[src/rtl/wrlock_seq_pkg.sv]
package wrlock_seq_pkg;

  localparam int unsigned CMD_AW = 15;
  localparam int unsigned CMD_DW = 8;

  localparam logic [CMD_AW-1:0] CMD_ADDR_HI = 15'h5555;
  localparam logic [CMD_AW-1:0] CMD_ADDR_LO = 15'h2AAA;

  localparam logic [CMD_DW-1:0] KEY_FIRST  = 8'hAA;
  localparam logic [CMD_DW-1:0] KEY_SECOND = 8'h55;
  localparam logic [CMD_DW-1:0] KEY_ARM    = 8'hA0;
  localparam logic [CMD_DW-1:0] KEY_EXTEND = 8'h80;
  localparam logic [CMD_DW-1:0] KEY_CLEAR  = 8'h20;

  typedef enum logic [2:0] {
    SEQ_IDLE  = 3'd0,
    SEQ_ONE   = 3'd1,
    SEQ_TWO   = 3'd2,
    SEQ_THREE = 3'd3,
    SEQ_FOUR  = 3'd4,
    SEQ_FIVE  = 3'd5
  } seq_step_e;

  typedef struct packed {
    logic [CMD_AW-1:0] addr;
    logic [CMD_DW-1:0] data;
  } cmd_word_t;

  // Expected command word for a step that has a single continuation.
  function automatic cmd_word_t step_word(input seq_step_e s);
    cmd_word_t w;
    case (s)
      SEQ_IDLE, SEQ_THREE: w = '{addr: CMD_ADDR_HI, data: KEY_FIRST};
      SEQ_ONE,  SEQ_FOUR:  w = '{addr: CMD_ADDR_LO, data: KEY_SECOND};
      SEQ_FIVE:            w = '{addr: CMD_ADDR_HI, data: KEY_CLEAR};
      default:             w = '{addr: CMD_ADDR_HI, data: KEY_ARM};
    endcase
    return w;
  endfunction

  // Masked compare: only the low CMD_AW address bits take part.
  function automatic logic word_hit(input logic [CMD_AW-1:0] addr_low,
                                    input logic [CMD_DW-1:0] data,
                                    input cmd_word_t         w);
    return (addr_low == w.addr) && (data == w.data);
  endfunction

  function automatic seq_step_e step_next(input seq_step_e s);
    seq_step_e n;
    case (s)
      SEQ_IDLE:  n = SEQ_ONE;
      SEQ_ONE:   n = SEQ_TWO;
      SEQ_THREE: n = SEQ_FOUR;
      SEQ_FOUR:  n = SEQ_FIVE;
      default:   n = SEQ_IDLE;
    endcase
    return n;
  endfunction

endpackage

[src/rtl/wrlock_seq_matcher.sv]
module wrlock_seq_matcher
  import wrlock_seq_pkg::*;
#(
  parameter int unsigned AW = 17,
  parameter int unsigned DW = 8
) (
  input  logic          clk,
  input  logic          rst_n,
  input  logic          match_en,
  input  logic          wr_valid,
  input  logic [AW-1:0] wr_addr,
  input  logic [DW-1:0] wr_data,
  output logic          cmd_step,
  output logic          unlock_hit,
  output logic          disable_hit,
  output seq_step_e     step_q
);

  localparam logic [AW-1:0] LOW_MASK = {{(AW-CMD_AW){1'b0}}, {CMD_AW{1'b1}}};

  logic [AW-1:0]     masked_addr;
  logic [CMD_AW-1:0] addr_low;
  logic              take;
  logic              hit_plain;
  logic              hit_arm;
  logic              hit_ext;
  seq_step_e         step_d;

  assign masked_addr = wr_addr & LOW_MASK;
  assign addr_low    = masked_addr[CMD_AW-1:0];
  assign take        = match_en && wr_valid;

  assign hit_plain = word_hit(addr_low, wr_data[CMD_DW-1:0], step_word(step_q));
  assign hit_arm   = word_hit(addr_low, wr_data[CMD_DW-1:0],
                              '{addr: CMD_ADDR_HI, data: KEY_ARM});
  assign hit_ext   = word_hit(addr_low, wr_data[CMD_DW-1:0],
                              '{addr: CMD_ADDR_HI, data: KEY_EXTEND});

  always_comb begin
    step_d      = step_q;
    cmd_step    = 1'b0;
    unlock_hit  = 1'b0;
    disable_hit = 1'b0;
    if (take) begin
      step_d = SEQ_IDLE;
      case (step_q)
        SEQ_TWO: begin
          if (hit_arm) begin
            cmd_step   = 1'b1;
            unlock_hit = 1'b1;
          end else if (hit_ext) begin
            cmd_step = 1'b1;
            step_d   = SEQ_THREE;
          end
        end
        SEQ_FIVE: begin
          if (hit_plain) begin
            cmd_step    = 1'b1;
            disable_hit = 1'b1;
          end
        end
        default: begin
          if (hit_plain) begin
            cmd_step = 1'b1;
            step_d   = step_next(step_q);
          end
        end
      endcase
    end else if (!match_en) begin
      step_d = SEQ_IDLE;
    end
  end

  always_ff @(posedge clk) begin
    if (!rst_n) step_q <= SEQ_IDLE;
    else        step_q <= step_d;
  end

endmodule

[src/rtl/wrlock_seq_lock.sv]
module wrlock_seq_lock #(
  parameter int unsigned TWC_CYC   = 20,
  parameter bit          PROT_INIT = 1'b0
) (
  input  logic clk,
  input  logic rst_n,
  input  logic unlock_hit,
  input  logic disable_hit,
  input  logic prog_done,
  output logic prot_on,
  output logic load_open,
  output logic settle_busy
);

  localparam int unsigned CW = $clog2(TWC_CYC + 1);
  localparam logic [CW-1:0] SETTLE_LOAD = CW'(TWC_CYC);
  localparam logic [CW-1:0] SETTLE_LAST = CW'(1);

  logic [CW-1:0] settle_cnt;
  logic          settle_end;

  assign settle_busy = (settle_cnt != '0);
  assign settle_end  = (settle_cnt == SETTLE_LAST);

  always_ff @(posedge clk) begin
    if (!rst_n) begin
      settle_cnt <= '0;
    end else if (disable_hit) begin
      settle_cnt <= SETTLE_LOAD;
    end else if (settle_busy) begin
      settle_cnt <= settle_cnt - SETTLE_LAST;
    end
  end

  always_ff @(posedge clk) begin
    if (!rst_n) begin
      prot_on   <= PROT_INIT;
      load_open <= 1'b0;
    end else begin
      if (unlock_hit) begin
        prot_on   <= 1'b1;
        load_open <= 1'b1;
      end else begin
        if (settle_end) prot_on <= 1'b0;
        if (load_open && prog_done) load_open <= 1'b0;
      end
    end
  end

endmodule

[src/rtl/wrlock_seq_gate.sv]
module wrlock_seq_gate (
  input  logic wr_valid,
  input  logic prot_on,
  input  logic load_open,
  input  logic settle_busy,
  input  logic cmd_step,
  output logic match_en,
  output logic wr_permit,
  output logic wr_reject
);

  logic path_open;

  assign match_en  = !load_open && !settle_busy;
  assign path_open = !settle_busy && (!prot_on || load_open);
  assign wr_permit = wr_valid && path_open;
  assign wr_reject = wr_valid && !path_open && !cmd_step;

endmodule

[src/rtl/wrlock_seq.sv]
module wrlock_seq
  import wrlock_seq_pkg::*;
#(
  parameter int unsigned AW        = 17,
  parameter int unsigned DW        = 8,
  parameter int unsigned TWC_CYC   = 20,
  parameter bit          PROT_INIT = 1'b0
) (
  input  logic          clk,
  input  logic          rst_n,
  input  logic          wr_valid,
  input  logic [AW-1:0] wr_addr,
  input  logic [DW-1:0] wr_data,
  input  logic          prog_done,
  output logic          wr_permit,
  output logic          wr_reject,
  output logic          prot_on,
  output logic          load_open,
  output logic          settle_busy
);

  logic      match_en;
  logic      cmd_step;
  logic      unlock_hit;
  logic      disable_hit;
  seq_step_e seq_step;

  wrlock_seq_matcher #(.AW(AW), .DW(DW)) u_match (
    .clk        (clk),
    .rst_n      (rst_n),
    .match_en   (match_en),
    .wr_valid   (wr_valid),
    .wr_addr    (wr_addr),
    .wr_data    (wr_data),
    .cmd_step   (cmd_step),
    .unlock_hit (unlock_hit),
    .disable_hit(disable_hit),
    .step_q     (seq_step)
  );

  wrlock_seq_lock #(.TWC_CYC(TWC_CYC), .PROT_INIT(PROT_INIT)) u_lock (
    .clk        (clk),
    .rst_n      (rst_n),
    .unlock_hit (unlock_hit),
    .disable_hit(disable_hit),
    .prog_done  (prog_done),
    .prot_on    (prot_on),
    .load_open  (load_open),
    .settle_busy(settle_busy)
  );

  wrlock_seq_gate u_gate (
    .wr_valid   (wr_valid),
    .prot_on    (prot_on),
    .load_open  (load_open),
    .settle_busy(settle_busy),
    .cmd_step   (cmd_step),
    .match_en   (match_en),
    .wr_permit  (wr_permit),
    .wr_reject  (wr_reject)
  );

endmodule

[config.mk]
export PLATFORM = sky130hd
export DESIGN_NAME = wrlock_seq
export DESIGN_NICKNAME = d
export VERILOG_FILES = /design/src/rtl/wrlock_seq_pkg.sv /design/src/rtl/wrlock_seq_matcher.sv /design/src/rtl/wrlock_seq_lock.sv /design/src/rtl/wrlock_seq_gate.sv /design/src/rtl/wrlock_seq.sv
export SDC_FILE = /design/constraint.sdc
export NUM_CORES = 1
export LEC_CHECK = 0
export ABC_AREA = 1
export BUFFER_PORTS_ARGS = -buffer_cell sky130_fd_sc_hd__buf_2
export CORE_UTILIZATION = 50
export DETAILED_ROUTE_END_ITERATION = 8
export GPL_TIMING_DRIVEN = 0
export PLACE_DENSITY = 0.9
export SYNTH_ARGS = -nofsm -noshare
export SYNTH_HDL_FRONTEND = slang
export SYNTH_SLANG_ARGS = --single-unit
[constraint.sdc]
create_clock -name clk -period 4.1 [get_ports clk]
set_input_delay 0.615 -clock clk [delete_from_list [all_inputs] [get_ports clk]]
set_output_delay 0.615 -clock clk [all_outputs]
set_load 0.05 [all_outputs]
* After elaboration in Yosys (flattened, before gate mapping)
Cells that the tools add are included.
** Word-level totals
- Flip-flop bits (word level) :: 10
- Output and inout bits :: 5
- Word-level logic and storage cells :: 67
** Operators by class
- Add/sub/neg operators :: 1
- Equal/unequal tests :: 12
- Muxes and demuxes :: 24
- Bitwise logic cells :: 1
- Reductions and logical operators :: 24
** Operator list (number)
- $pmux W23 S3 :: 1
- $eq A8 B8 Y1 const B :: 2
- $eq A15 B15 Y1 :: 1
- $eq A15 B15 Y1 const B :: 1
- $mux W1 :: 14
- $mux W3 :: 4
- $pmux W3 S4 :: 1
- $logic_and A1 B1 Y1 :: 10
- $mux W5 :: 2
- $eq A8 B8 Y1 :: 1
- $eq A3 B2 Y1 const B :: 2
- $eq A3 B3 Y1 const B :: 2
- $pmux W3 S2 :: 1
- $reduce_bool A2 Y1 :: 3
- $reduce_or A2 Y1 :: 3
- $eq A5 B1 Y1 const B :: 1
- $logic_not A1 Y1 :: 5
- $reduce_bool A5 Y1 :: 1
- $sub A5 B1 Y5 const B :: 1
- $eq A3 B1 Y1 const B :: 1
- $logic_not A3 Y1 :: 1
- $mux W2 :: 1
- $ne A2 B2 Y1 const B :: 1
- $logic_or A1 B1 Y1 :: 1
- $not A1 Y1 :: 1

* Longest topological paths before layout
- Word-level depth :: 10
- Depth in mapped cells :: 12

* By module
Synthesis repeated with hierarchy kept, for this count alone.
** Second synthesis, totals
- Cells, all modules :: 167
- Area total of the unflattened synthesis :: 930.9 µm²
** By module, submodules not included
- wrlock_seq_matcher :: instances 1, cells an instance 111, area each 549.3 µm², sequential area each 60.1 µm²
- wrlock_seq_lock :: instances 1, cells an instance 46, area each 337.8 µm², sequential area each 140.1 µm²
- wrlock_seq_gate :: instances 1, cells an instance 10, area each 43.8 µm², sequential area each 0.0 µm²

* Least setup slack after synthesis
OpenSTA, ideal clock, no wires.
- Path kind :: input to output
- From :: in wr_data[2]
- To :: out wr_reject
- Arrival :: 1851 ps
- Required time :: 3485 ps
- Setup slack :: 1634 ps
- Stages :: 10
- Path buffers :: 0
- Path through :: inv_1 > nand2_1 > nor2_1 > nand2_1 > nand2_1 > nand2_1 > nor2_2 > nand3_2 > a21oi_1 > a21oi_1
** Between the ends
- Cells in the longest elaborated chain, start to end :: 8
- Elaborated cells on any way between the ends :: 13
- Classes of those cells :: eq/ne (3); mux (5); reduce/logical (5)
** Ends and longest elaborated chain
- start: declaration :: line wrlock_seq.sv:13 : input logic [DW-1:0] wr_data,
- $eq A8 B8 Y1 :: line wrlock_seq_pkg.sv:45 : return (addr_low == w.addr) && (data == w.data);
- $logic_and A1 B1 Y1 :: line wrlock_seq_pkg.sv:45
- $mux W1 :: line wrlock_seq_matcher.sv:51 : end else if (hit_ext) begin
- $mux W1 :: line wrlock_seq_matcher.sv:48 : if (hit_arm) begin
- $mux W1 (*)
- $mux W1 (*) :: line wrlock_seq_matcher.sv:44 : if (take) begin
- $logic_not A1 Y1 (*) :: line wrlock_seq_gate.sv:17 : assign wr_reject = wr_valid && !path_open && !cmd_step;
- $logic_and A1 B1 Y1 (*) :: line wrlock_seq_gate.sv:17
- end: declaration :: line wrlock_seq.sv:16 : output logic wr_reject,
Mark *: on every way between the ends. The rest lies on a longest branch, timed or not.

* Worst setup path after layout
- From :: reg u_lock.settle_cnt[0]
- To :: out wr_reject
** Between the ends
- Cells in the longest elaborated chain, start to end :: 7
- Elaborated cells on any way between the ends :: 10
- Classes of those cells :: mux (1); reduce/logical (9)
** Ends and longest elaborated chain
- start: declaration :: line wrlock_seq_lock.sv:19 : logic [CW-1:0] settle_cnt;
- start signal: assignment :: line wrlock_seq_lock.sv:31 : settle_cnt <= settle_cnt - SETTLE_LAST;
- $reduce_bool A5 Y1 (*) :: line wrlock_seq_lock.sv:22 : assign settle_busy = (settle_cnt != '0);
- $logic_not A1 Y1 (*) :: line wrlock_seq_gate.sv:14, wrlock_seq_gate.sv:15
- $logic_and A1 B1 Y1 :: line wrlock_seq_gate.sv:14 : assign match_en = !load_open && !settle_busy;
- $logic_and A1 B1 Y1 :: line wrlock_seq_matcher.sv:31 : assign take = match_en && wr_valid;
- $mux W1 :: line wrlock_seq_matcher.sv:44
- $logic_not A1 Y1 :: line wrlock_seq_gate.sv:17
- $logic_and A1 B1 Y1 (*) :: line wrlock_seq_gate.sv:17
Marks and branches as above.

==> run metrics <==
critical path capture point type output pin; Hold/Removal Path Class flop to flop; kind of cell adding the most delay to the critical path simple AND/OR/NAND/NOR gates; number of setup violations in the final report 0; DRC violation total after the first TritonRoute iteration 33; via density per instance roughly 5.0; total global routing track utilization 0.250; post-CTS repair timing setup buffer count 0; H-tree level count 1; startpoint types flop; I/O pin total 34; placer congestion estimate around 0.86; number of synthesis warnings 0; clock network latency to the later pin of the worst-skew pair between 0.2 and 0.3 ns; CTS tree yes; synthesis-stage register bit count 10; CTS sink count 10; Total Nets Final 227; worst slew pin tran 0.387 ns; Tcrit/Tclk final 0.616; Most common cell on crit path sky130_fd_sc_hd__a21oi_1; Crit path required time 3.48 ns; total number of vias 1101; part of the Yosys area used for sequential elements 0.221; Post-synth EDFFs 0; largest incremental delay on the critical path 0.31 ns; number of buffers inserted during clock tree synthesis 3; Post-Synthesis Net Count 191; RR Endpoint u_lock.settle_cnt[0]; area enclosed by the die boundary 1990 um^2; number of library cell types mapped by synthesis 21; total power divided by cell area 439 nW/um^2; Worst Path Arrival 1.91 ns; minimum clock period after layout ~2.5 ns; hold-fix buffer count after cts 0; Int Pwr about 0.24 mW; depth of the worst register-to-register path 9; die height 44.6 um; initial core utilization 0.530; HPWL after DPL 1780 um; average wire length per cell after detail routing 10.0 um; horizontal die dimension 44.6 um; drc violations 0; Gate Count Post-Synth 160; critical path's slowest cell sky130_fd_sc_hd__dfxtp_1; global-route wire length before repair 3670 um; setup tns final 0 ns; Switch Pwr 0.249 mW; number of rows in the core area 15; buffering stage count on the worst path with inverters included 2; Max Clk Rate 0.396 GHz; layout overhead on the synthesized area 23.1%; mean post-synth cell area 5.66 um^2; capturing element of the worst setup path wr_reject; area of the mapped netlist 906 um^2; CTS root buf sky130_fd_sc_hd__clkbuf_4; wire length reported by the detailed router 2200 um; commonest register cell after synthesis sky130_fd_sc_hd__dfxtp_1; most common cell in the netlist sky130_fd_sc_hd__nand2_1; register-to-register setup slack 2.39 ns; antenna violations before repair 0; largest vdd supply drop 430 uV; portion of total power attributed to sequential cells 0.267; area of the core region around 1700 um^2; Hold Fails Final Rpt 0; clock power share 0.133; count of nets left with antenna violations after detail routing 0; number of optimization iterations in the first detailed-route pass 4; setup repair after global routing missed its margin no; area share of the leading cell type in the synthesized netlist 0.221; largest area contributor in the netlist sky130_fd_sc_hd__dfxtp_1; number of max-capacitance violations reported 0; max-slew violations 0; Synth top cells by count sky130_fd_sc_hd__nand2_1 (48), sky130_fd_sc_hd__inv_1 (26), sky130_fd_sc_hd__nor2_1 (19), sky130_fd_sc_hd__a21oi_1 (11), sky130_fd_sc_hd__dfxtp_1 (10); sequence of cells on the critical path inv_1 > ha_1 > nand2_1 > nor2_2 > nand3_1 > a21oi_1 > a21oi_1 > buf_2; CP Max Fanout 6; worst clock skew 0.00608 ns; worst hold slack across all endpoints 0.490 ns; vias in the first global route between 900 and 1k; Comb power frac 0.600; share of synthesized registers carrying an async set or reset 0; startpoint of the worst setup timing path u_lock.settle_cnt[0]; Worst path depth 8; CTS clk-pin slew, worst paths 0.06 ns; maximum count of clock buffers along a single path 2; Layout fillers 150; GRT Residual Overflow 0; startpoint of the worst-slack reg-to-reg timing path u_lock.settle_cnt[0]; synth top area cells sky130_fd_sc_hd__dfxtp_1 (22%), sky130_fd_sc_hd__nand2_1 (20%), sky130_fd_sc_hd__inv_1 (11%), sky130_fd_sc_hd__nor2_1 (7.9%), sky130_fd_sc_hd__a21oi_1 (6.1%); count of cells resized by post-cts repair 0; Crit Path Class flop to output pin; net switching share of the total power 0.509; share of cells above drive strength 1 0.278; count of input and output buffers 31; worst relative slew slack 0.740; Pleak between 0.5 and 0.6 nW; largest net degree at the start of global routing 8; ant diodes 0; run status finished, final reports clean
## cells by family (layout without fill, tap and decap cells)
kind of cell | after synthesis | after routing | synth area share
simple gates | 105 | 105 | 0.544
buf+inv | 28 | 62 | 0.116
compound gates | 13 | 13 | 0.0718
flops | 10 | 10 | 0.221
fa+ha+maj | 2 | 2 | 0.0276
xor+xnor | 2 | 2 | 0.0193
## area by class of cell
| type | instances | area [um^2] | share of cell area |
|---|---|---|---|
| timing repair buffer | 31 | 155 | 0.139 |
| tap | 25 | 31.3 | 0.0281 |
| sequential | 10 | 200 | 0.180 |
| inverter | 28 | 105 | 0.0943 |
| multi-input combinational | 122 | 601 | 0.539 |
| clock buffer | 3 | 22.5 | 0.0202 |
## sequential cells by signal, indices dropped and copies added (netlist names)
name and flops:
u_lock.settle_cnt 5, u_lock.prot_on 1, u_match.step_q 3, u_lock.load_open 1
## routing by layer
metal | vias up | global-route usage | routed length (um)
li1 | 573 | - | -
met1 | 476 | 0.273 | 923
met2 | 42 | 0.426 | 1070
met3 | 10 | 0.0653 | 148
met4 | 0 | 0.158 | 61
met5 | - | 0 | 0
## cells in the final DEF, fill, tap and decap left out, types with 2 or more instances in the layout
master / instances
sky130_fd_sc_hd__a21oi_1: 11
sky130_fd_sc_hd__nand2_1: 48
sky130_fd_sc_hd__nand3_1: 9
sky130_fd_sc_hd__nor2_1: 19
sky130_fd_sc_hd__nand4_1: 6
sky130_fd_sc_hd__nor3_1: 2
sky130_fd_sc_hd__clkbuf_4: 3
sky130_fd_sc_hd__nand3_2: 2
sky130_fd_sc_hd__inv_2: 2
sky130_fd_sc_hd__or2_2: 3
sky130_fd_sc_hd__dfxtp_1: 10
sky130_fd_sc_hd__ha_1: 2
sky130_fd_sc_hd__nand2_2: 6
sky130_fd_sc_hd__o21ai_0: 2
sky130_fd_sc_hd__buf_2: 31
sky130_fd_sc_hd__inv_1: 26
sky130_fd_sc_hd__xor2_1: 2
sky130_fd_sc_hd__nor2_2: 5
## tightest hold or removal path: stages, from the launching register on
cell	delay (ns)
sky130_fd_sc_hd__dfxtp_1	0.33
sky130_fd_sc_hd__nand2_1	0.07
sky130_fd_sc_hd__a21oi_1	0.05
## how the worst min path moves through the flow
stage	from	to	slack (ns)	cells after the start
3_5_place_dp	u_lock.settle_cnt[4]	u_lock.settle_cnt[4]	0.48	2
3_3_place_gp	u_lock.settle_cnt[4]	u_lock.settle_cnt[4]	0.48	2
2_1_floorplan	u_lock.settle_cnt[4]	u_lock.settle_cnt[4]	0.47	2
5_1_grt	u_lock.settle_cnt[4]	u_lock.settle_cnt[4]	0.51	2
4_1_cts	u_lock.settle_cnt[4]	u_lock.settle_cnt[4]	0.49	2
6_report	u_lock.settle_cnt[4]	u_lock.settle_cnt[4]	0.49	2
## power groups by stage
stage | clock [mW] | combinational, mW | sequential (mW)
detailed placement | 0 | 0.289 | 0.132
global route | 0.0703 | 0.329 | 0.133
global placement | 0 | 0.276 | 0.131
CTS | 0.0680 | 0.292 | 0.130
finish | 0.0652 | 0.294 | 0.131
floorplan | 0 | 0.224 | 0.129
## metrics by stage
step / worst slack, ns / instances / total power [mW] / utilization / instance area (um^2)
2_1_floorplan: 1.63 / 160 / 0.352 / - / 906
3_3_place_gp: 1.64 / 216 / 0.407 / 0.640 / 1090
3_5_place_dp: 1.62 / 216 / 0.421 / 0.640 / 1090
4_1_cts: 1.59 / 219 / 0.490 / 0.653 / 1110
5_1_grt: 1.39 / 219 / 0.533 / 0.653 / 1110
6_report: 1.57 / 219 / 0.490 / 0.653 / 1110
(Power assumes the default switching activity.)
